==> src/rtl/spi_fe_pkg.sv <==
// Shared types for the SPI frame engine: the decoded per-chip-select mode
// and the function that turns a raw 32-bit mode word into it.
// Assumes the field layout listed in the brief; unused word bits are dropped.
package spi_fe_pkg;

    localparam int MAX_LEN = 16;
    localparam logic [31:0] MODE_RESET_WORD = 32'h0010_0008;

    typedef struct packed {
        logic       cpol;      // clock idle level
        logic       cpha;      // sample on trailing edge when set
        logic       msb_first; // bit order
        logic       div16;     // extra divide-by-16
        logic [3:0] pm;        // prescale modulus, already clamped to >= 2
        logic       act_low;   // select polarity
        logic [3:0] lenm1;     // length minus one, already clamped to >= 3
        logic [3:0] setup;     // select-to-clock delay, SCK periods
        logic [3:0] hold;      // clock-to-release delay, SCK periods
        logic [4:0] gap;       // inter-character idle, SCK periods
    } mode_t;

    function automatic mode_t decode_mode(input logic [31:0] w);
        mode_t m;
        m.cpol      = w[31];
        m.cpha      = w[30];
        m.msb_first = w[29];
        m.div16     = w[28];
        m.pm        = (w[27:24] < 4'd2) ? 4'd2 : w[27:24];
        m.act_low   = w[20];
        m.lenm1     = (w[19:16] < 4'd3) ? 4'd3 : w[19:16];
        m.setup     = w[15:12];
        m.hold      = w[11:8];
        m.gap       = w[7:3];
        return m;
    endfunction

endpackage

==> src/rtl/spi_mode_bank.sv <==
// Per-chip-select mode storage. Holds one decoded mode per chip select,
// written whole through a simple strobe; reads are combinational.
// Assumes NUM_CS is a power of two so every index value names a register.
module spi_mode_bank
    import spi_fe_pkg::*;
#(
    parameter int NUM_CS = 4,
    localparam int CSW = (NUM_CS > 1) ? $clog2(NUM_CS) : 1
) (
    input  logic              clk,
    input  logic              rst_n,
    input  logic              cfg_we,
    input  logic [CSW-1:0]    cfg_idx,
    input  logic [31:0]       cfg_wdata,
    input  logic [CSW-1:0]    rd_idx,
    output mode_t             rd_mode,
    output logic [NUM_CS-1:0] act_low_all
);
    mode_t bank [NUM_CS];
    logic  unused_cfg_bits;

    assign unused_cfg_bits = ^{cfg_wdata[23:21], cfg_wdata[2:0]};

    for (genvar i = 0; i < NUM_CS; i++) begin : g_slot
        // Load the decoded word for this chip select on a matching write.
        always_ff @(posedge clk) begin
            if (!rst_n)
                bank[i] <= decode_mode(MODE_RESET_WORD);
            else if (cfg_we && cfg_idx == CSW'(i))
                bank[i] <= decode_mode(cfg_wdata);
        end
        assign act_low_all[i] = bank[i].act_low;
    end

    assign rd_mode = bank[rd_idx];

endmodule

==> src/rtl/spi_sck_div.sv <==
// SCK prescaler. Emits a one-cycle tick every half SCK period while enabled;
// clr restarts the count so each timed phase begins on a fresh half period.
// Assumes pm and div16 stay constant while enabled.
module spi_sck_div #(
    parameter int PM_W = 4,
    localparam int CNT_W = PM_W + 6
) (
    input  logic            clk,
    input  logic            rst_n,
    input  logic            en,
    input  logic            clr,
    input  logic [PM_W-1:0] pm,
    input  logic            div16,
    output logic            tick
);
    logic [CNT_W-1:0] cnt;
    logic [CNT_W-1:0] half_m1;
    logic [CNT_W-1:0] base;

    // Half period minus one: 2*(pm+1), times 16 when the extra stage is on.
    always_comb begin
        base    = (CNT_W'(pm) + CNT_W'(1)) << 1;
        half_m1 = (div16 ? (base << 4) : base) - CNT_W'(1);
    end

    // Free-running modulus counter, held at zero when idle or restarted.
    always_ff @(posedge clk) begin
        if (!rst_n || !en || clr)
            cnt <= '0;
        else if (cnt == half_m1)
            cnt <= '0;
        else
            cnt <= cnt + CNT_W'(1);
    end

    assign tick = en && (cnt == half_m1);

    assert_cnt_range_R2: assert property (@(posedge clk) disable iff (!rst_n)
        en |-> (cnt <= half_m1));

endmodule

==> src/rtl/spi_shift_core.sv <==
// Character sequencer and shifter. Runs setup, shift, hold, held and gap
// phases from the latched mode, drives SCK/MOSI and captures MISO.
// Assumes the divider tick is a single-cycle pulse that restarts on div_clr.
module spi_shift_core
    import spi_fe_pkg::*;
#(
    parameter int NUM_CS = 4,
    localparam int CSW = (NUM_CS > 1) ? $clog2(NUM_CS) : 1
) (
    input  logic               clk,
    input  logic               rst_n,
    input  logic               start,
    input  logic               keep,
    input  logic [CSW-1:0]     cs_idx,
    input  logic [MAX_LEN-1:0] tx_data,
    input  logic               miso,
    input  mode_t              mode_in,
    input  logic               tick,
    output mode_t              mode_q,
    output logic               div_en,
    output logic               div_clr,
    output logic               sck,
    output logic               mosi,
    output logic               cs_act,
    output logic [CSW-1:0]     cs_sel,
    output logic [MAX_LEN-1:0] rx_data,
    output logic               done,
    output logic               busy
);
    typedef enum logic [2:0] {
        ST_IDLE, ST_SETUP, ST_SHIFT, ST_HOLD, ST_HELD, ST_GAP
    } state_t;

    state_t             state, nxt;
    logic [MAX_LEN-1:0] tx_q, rx_q, rx_upd;
    logic [4:0]         e_cnt;
    logic [5:0]         dly;
    logic               keep_q, sck_q, mosi_q, done_q;
    logic [3:0]         k_now, drive_k;
    logic               lead, samp, last_edge, drive_en, dly_end;

    assign k_now     = e_cnt[4:1];
    assign lead      = ~e_cnt[0];
    assign samp      = lead ^ mode_q.cpha;
    assign last_edge = (e_cnt == {mode_q.lenm1, 1'b1});
    assign drive_en  = (lead == mode_q.cpha) && !last_edge;
    assign drive_k   = mode_q.cpha ? k_now : k_now + 4'd1;
    assign dly_end   = (dly == 6'd0) || (dly == 6'd1 && tick);

    // Position in the character of the k-th bit on the wire.
    function automatic logic [3:0] wire_pos(input logic [3:0] k, input mode_t m);
        return m.msb_first ? (m.lenm1 - k) : k;
    endfunction

    // Next phase of the character sequence.
    always_comb begin
        nxt = state;
        unique case (state)
            ST_IDLE:  if (start) nxt = ST_SETUP;
            ST_SETUP: if (dly_end) nxt = ST_SHIFT;
            ST_SHIFT: if (tick && last_edge) nxt = keep_q ? ST_HELD : ST_HOLD;
            ST_HOLD:  if (dly_end) nxt = ST_IDLE;
            ST_HELD:  if (start) nxt = ST_GAP;
            ST_GAP:   if (dly_end) nxt = ST_SHIFT;
            default:  nxt = ST_IDLE;
        endcase
    end

    // Received word including the bit sampled on the current edge.
    always_comb begin
        rx_upd = rx_q;
        if (samp) rx_upd[wire_pos(k_now, mode_q)] = miso;
    end

    // Sequencer, delay counter, shifter and output registers.
    always_ff @(posedge clk) begin
        if (!rst_n) begin
            state   <= ST_IDLE;
            mode_q  <= decode_mode(MODE_RESET_WORD);
            tx_q    <= '0;
            rx_q    <= '0;
            rx_data <= '0;
            e_cnt   <= '0;
            dly     <= '0;
            keep_q  <= 1'b0;
            sck_q   <= 1'b0;
            mosi_q  <= 1'b0;
            done_q  <= 1'b0;
            cs_sel  <= '0;
        end else begin
            state  <= nxt;
            done_q <= 1'b0;
            if (tick && dly != 6'd0 && state != ST_SHIFT) dly <= dly - 6'd1;
            if (state == ST_IDLE && start) begin
                mode_q <= mode_in;
                cs_sel <= cs_idx;
                tx_q   <= tx_data;
                keep_q <= keep;
                sck_q  <= mode_in.cpol;
                dly    <= {1'b0, mode_in.setup, 1'b0};
            end
            if (state == ST_HELD && start) begin
                tx_q   <= tx_data;
                keep_q <= keep;
                dly    <= {mode_q.gap, 1'b0};
            end
            if (state != ST_SHIFT && nxt == ST_SHIFT) begin
                e_cnt  <= '0;
                rx_q   <= '0;
                mosi_q <= tx_q[wire_pos(4'd0, mode_q)];
            end
            if (state == ST_SHIFT && tick) begin
                sck_q <= ~sck_q;
                e_cnt <= e_cnt + 5'd1;
                rx_q  <= rx_upd;
                if (drive_en) mosi_q <= tx_q[wire_pos(drive_k, mode_q)];
                if (last_edge) begin
                    done_q  <= 1'b1;
                    rx_data <= rx_upd;
                    dly     <= {1'b0, mode_q.hold, 1'b0};
                end
            end
        end
    end

    assign div_en  = (state != ST_IDLE) && (state != ST_HELD);
    assign div_clr = (nxt != state);
    assign busy    = div_en;
    assign cs_act  = (state != ST_IDLE);
    assign sck     = sck_q;
    assign mosi    = mosi_q;
    assign done    = done_q;

    assert_sck_idle_R3: assert property (@(posedge clk) disable iff (!rst_n)
        (state != ST_SHIFT) |-> (sck_q == mode_q.cpol));
    assert_edge_bound_R6: assert property (@(posedge clk) disable iff (!rst_n)
        (state == ST_SHIFT) |-> (e_cnt <= {mode_q.lenm1, 1'b1}));
    assert_len_floor_R6: assert property (@(posedge clk) disable iff (!rst_n)
        mode_q.lenm1 >= 4'd3);
    assert_done_pulse_R11: assert property (@(posedge clk) disable iff (!rst_n)
        done_q |=> !done_q);
    assert_mode_latched_R12: assert property (@(posedge clk) disable iff (!rst_n)
        busy |=> $stable(mode_q));

endmodule

==> src/rtl/spi_frame_engine.sv <==
// Top of the SPI frame engine: mode bank, SCK prescaler and shift core,
// plus the per-pin select polarity. Assumes NUM_CS is a power of two.
module spi_frame_engine
    import spi_fe_pkg::*;
#(
    parameter int NUM_CS = 4,
    localparam int CSW = (NUM_CS > 1) ? $clog2(NUM_CS) : 1
) (
    input  logic               clk,
    input  logic               rst_n,
    input  logic               cfg_we,
    input  logic [CSW-1:0]     cfg_idx,
    input  logic [31:0]        cfg_wdata,
    input  logic               start,
    input  logic               keep_sel,
    input  logic [CSW-1:0]     cs_idx,
    input  logic [MAX_LEN-1:0] tx_data,
    input  logic               miso,
    output logic               sck,
    output logic               mosi,
    output logic [NUM_CS-1:0]  cs_pin,
    output logic [MAX_LEN-1:0] rx_data,
    output logic               done,
    output logic               busy
);
    mode_t              sel_mode, run_mode;
    logic [NUM_CS-1:0]  act_low_all, asserted;
    logic               tick, div_en, div_clr, cs_act;
    logic [CSW-1:0]     cs_sel;

    spi_mode_bank #(.NUM_CS(NUM_CS)) u_bank (
        .clk(clk), .rst_n(rst_n), .cfg_we(cfg_we), .cfg_idx(cfg_idx),
        .cfg_wdata(cfg_wdata), .rd_idx(cs_idx), .rd_mode(sel_mode),
        .act_low_all(act_low_all)
    );

    spi_sck_div #(.PM_W(4)) u_div (
        .clk(clk), .rst_n(rst_n), .en(div_en), .clr(div_clr),
        .pm(run_mode.pm), .div16(run_mode.div16), .tick(tick)
    );

    spi_shift_core #(.NUM_CS(NUM_CS)) u_core (
        .clk(clk), .rst_n(rst_n), .start(start), .keep(keep_sel),
        .cs_idx(cs_idx), .tx_data(tx_data), .miso(miso), .mode_in(sel_mode),
        .tick(tick), .mode_q(run_mode), .div_en(div_en), .div_clr(div_clr),
        .sck(sck), .mosi(mosi), .cs_act(cs_act), .cs_sel(cs_sel),
        .rx_data(rx_data), .done(done), .busy(busy)
    );

    for (genvar i = 0; i < NUM_CS; i++) begin : g_pin
        assign asserted[i] = cs_act && (cs_sel == CSW'(i));
        // Active pin uses the latched polarity, idle pins their stored one.
        assign cs_pin[i] = asserted[i] ? ~run_mode.act_low : act_low_all[i];
    end

    assert_single_select_R10: assert property (@(posedge clk) disable iff (!rst_n)
        $onehot0(asserted));
    assert_idle_sck_R3: assert property (@(posedge clk) disable iff (!rst_n)
        !cs_act |-> (sck == run_mode.cpol));

endmodule

==> config.mk <==
export PLATFORM = sky130hd
export DESIGN_NAME = spi_frame_engine
export DESIGN_NICKNAME = d
export VERILOG_FILES = /design/src/rtl/spi_fe_pkg.sv /design/src/rtl/spi_mode_bank.sv /design/src/rtl/spi_sck_div.sv /design/src/rtl/spi_shift_core.sv /design/src/rtl/spi_frame_engine.sv
export SDC_FILE = /design/constraint.sdc
export NUM_CORES = 1
export LEC_CHECK = 0
export BUFFER_PORTS_ARGS = -buffer_cell sky130_fd_sc_hd__buf_2
export CORE_MARGIN = 3
export CORE_UTILIZATION = 30
export CTS_CLUSTER_DIAMETER = 50
export DETAILED_ROUTE_END_ITERATION = 8
export GPL_TIMING_DRIVEN = 1
export HOLD_SLACK_MARGIN = 0.1
export SLEW_MARGIN = 20
export SYNTH_ARGS = -nofsm -noshare
export SYNTH_HDL_FRONTEND = slang
export SYNTH_SLANG_ARGS = --single-unit
==> constraint.sdc <==
create_clock -name clk -period 3.15 [get_ports clk]
set_clock_uncertainty 0.2 [all_clocks]
set_input_delay 0.4725 -clock clk [delete_from_list [all_inputs] [get_ports clk]]
set_output_delay 0.4725 -clock clk [all_outputs]
set_load 0.05 [all_outputs]
==> flow_summary.json <==
{
  "status": "finished, violations left",
  "failed_checks": "setup timing",
  "final_cell_mix": "132 x nand2_1, 104 x edfxtp_1, 97 x dfxtp_1",
  "die_x_microns": 188,
  "vias": 7194,
  "drive_above_1_share": 0.249,
  "setup_viol": 17,
  "r2r_end": "u_core.e_cnt[1]",
  "initial_core_util": 0.309,
  "rr_worst_depth": 14,
  "place_area_sq_um": 11100,
  "max_freq_ghz": 0.312,
  "wirelength_mm": 24.1,
  "start_kind": "flop",
  "ant_nets": 0,
  "synthMuxAreaShare": 0.105,
  "grt_max_degree": 36,
  "dieHeight_microns": 188,
  "dp_hpwl_mm": 16.4,
  "clock-root-buffer": "clkbuf_16",
  "grt_pass1_vias": 7339,
  "multiInputGateArea_sq_um": 4750,
  "grt_first_pass_wirelength_mm": 38.4,
  "worstSetupPathType": "reg -> reg",
  "crit_start": "u_core.mode_q[18]",
  "yosysSeqAreaShare": 0.516,
  "fp-row-count": 65,
  "whs_path_depth": 3,
  "hold_viol_final": 0,
  "worst_pin_slew_ns": 0.663,
  "path_clk_slew_ns": 0.06,
  "cts_buffers": 26,
  "critPathMaxFanout": 5,
  "synth_top_area_share": 0.316,
  "r2r-start": "u_core.mode_q[18]",
  "ir_worst_vdd_uv": 386,
  "design.core.area_sq_um": 32000,
  "syn-num-nets": 1005,
  "route.detailed.drc": 0,
  "synth_cells": 932,
  "synth_edf_count": 104,
  "hold_path.class": "in -> reg",
  "setup_tns_ns": -0.338,
  "layout_commonest_cell": "nand2_1",
  "synth-xor-area-share": 0.0338,
  "dr.pass1.iters": 6,
  "drtIter0Drc": 333,
  "instances_no_fill": 1540,
  "period_share": 1.02,
  "synth-compound-area-share": 0.101,
  "fillers": 3153,
  "antenna_found_initial": 0,
  "cts_sinks": 203,
  "synth_warnings": 0,
  "cp.required_ns": 3.37,
  "final_area_sq_um": 12700,
  "synthToLayoutAreaGrowth_pct": 28.2,
  "synthArstFlopShare": 0,
  "diodes": 0,
  "synth_top_area_cell": "edfxtp_1",
  "drv_cap": 0,
  "power_density_nw_per_um2": 542,
  "clockBufferDepth": 3,
  "synth_top_family_by_area": "simple AND/OR/NAND/NOR gates",
  "synthTopCellsByArea": "edfxtp_1 32%, dfxtp_1 20%, mux4_2 7.5%",
  "htree_levels": 1,
  "hold_start": "cfg_wdata[24]",
  "tritoncts": "yes",
  "port_buffers": 75,
  "reg2reg_setup_slack_ns": -0.06,
  "ys_ff_latch": 203,
  "io_pins": 82,
  "setup.worst_path.end_class": "flop",
  "grt-ovfl-total": 0,
  "syn_area_sq_um": 9890,
  "p_leak_nw": 4.78,
  "gr-usage-all-layers": 0.133,
  "fin_ws_ns": -0.0598,
  "synthDistinctLibCells": 70,
  "placed_cells": 1446,
  "viasPerCell": 4.67,
  "nets": 1163,
  "rsz0062_at_grt": "yes",
  "arrival_ns": 3.43,
  "relSlewSlack": 0.554,
  "hold_end": "u_bank.bank[2][18]",
  "clk_latency_ns": 0.53,
  "timing.hold.ws_ns": 0.238,
  "finalWeightedCongestion": 0.821,
  "ff_latch_area_sq_um": 5110,
  "die_area_sq_um": 35200,
  "synthAdderAreaFrac": 0.0205,
  "ys.flop_type": "edfxtp_1",
  "finalCriticalPeriod_ns": 3.21,
  "wire_per_inst_microns": 15.7,
  "syn_avg_cell_area_sq_um": 10.6,
  "slew_viol_final": 0,
  "synth-simple-area-share": 0.194
}
stage by stage:
stage	power (W)	util	setup WS, ns
final	0.00688	0.396	-0.0598
after global routing	0.00719	0.396	-0.232
after CTS	0.00687	0.386	-0.00225
after detailed placement	0.00413	0.348	-0.107
after global placement	0.00411	0.348	-0.0867
after floorplan	0.00378	-	-0.149
Yosys cell counts (4+ instances only):
| cell | n |
|---|---|
| a21o_1 | 6 |
| a21oi_1 | 51 |
| and2_0 | 16 |
| and2_1 | 81 |
| and3_1 | 4 |
| buf_1 | 6 |
| buf_2 | 5 |
| clkbuf_1 | 41 |
| dfxtp_1 | 99 |
| edfxtp_1 | 104 |
| ha_1 | 13 |
| inv_1 | 19 |
| mux2i_1 | 27 |
| mux4_2 | 33 |
| nand2_1 | 145 |
| nand2b_1 | 9 |
| nand3_1 | 23 |
| nand4_1 | 6 |
| nor2_1 | 50 |
| nor3_1 | 18 |
| o211ai_1 | 4 |
| o21a_1 | 17 |
| o21ai_0 | 23 |
| o21ai_1 | 17 |
| o31ai_1 | 7 |
| o32ai_1 | 5 |
| or3_1 | 9 |
| xnor2_1 | 22 |
| xor2_1 | 13 |
state kept, by name, indices dropped and copies added, names as in the netlist:
register        flops
u_bank.bank       104
u_core.cs_sel       2
u_core.dly          6
u_core.done         1
u_core.e_cnt        5
u_core.keep_q       1
u_core.mode_q      21
u_core.mosi         1
u_core.rx_data     16
u_core.rx_q        16
u_core.sck          1
u_core.state        3
u_core.tx_q        16
u_div.cnt          10
kinds of logic after synthesis:
kind of cell               Yosys count
AOI/OAI and AO/OA                  158
adders and majority gates           15
buffers and inverters               74
DFF                                203
xor gates and xnor gates            36
and+or+nand+nor                    384
muxes                               62
worst max path at each step:
stage | end | slack (ns) | cells after the start
3_5_place_dp | u_core.rx_data[8] | -0.11 | 13
3_3_place_gp | u_core.rx_data[5] | -0.09 | 13
2_1_floorplan | u_bank.bank[0][0] | -0.15 | 3
4_1_cts | u_core.rx_data[9] | -0.002 | 13
6_report | u_core.e_cnt[1] | -0.06 | 14
5_1_grt | u_core.e_cnt[1] | -0.23 | 14
power breakdown:
| group | internal, W | switching (W) |
|---|---|---|
| Clock | 0.00154 | 0.00114 |
| Combinational | 0.000495 | 0.000631 |
| Sequential | 0.00296 | 0.000114 |
metal layers:
metal / wire length [microns] / track usage
met5: 0 / 0
met1: 11000 / 0.180
met4: 365 / 0.0257
met3: 1160 / 0.0209
met2: 11600 / 0.227
timing repair:
| action | 4_1_cts | 5_1_grt |
|---|---|---|
| buffers inserted | 2 | 3 |
| hold buffers | 43 | 0 |
| cloned | 0 | 3 |
| setup endpoints to repair | 36 | 50 |
| endpoints found under the hold margin | 116 | 0 |
| pin swaps | 2 | 20 |
| resized for setup | 4 | 64 |
final cells by class:
| type | count | area share |
|---|---|---|
| Clock buffer | 28 | 0.0527 |
| Timing Repair Buffer | 184 | 0.112 |
| Tap cell | 435 | 0.0429 |
| Inverter | 20 | 0.00592 |
| Multi-Input combinational cell | 655 | 0.374 |
| Sequential cell | 203 | 0.403 |
| Clock inverter | 15 | 0.00858 |
worst max-delay path, cell delays in order, from the launching register on:
cell	delay [ns]
dfxtp_4	0.36
buf_6	0.11
or2_4	0.24
ha_4	0.26
xor2_1	0.15
nand2_1	0.10
nor4b_4	0.25
o211ai_2	0.19
nor4_4	0.32
and3_4	0.27
buf_6	0.11
a211oi_4	0.04
buf_12	0.17
clkbuf_16	0.15
a32o_1	0.19
Power figures use the tool's default switching activity.
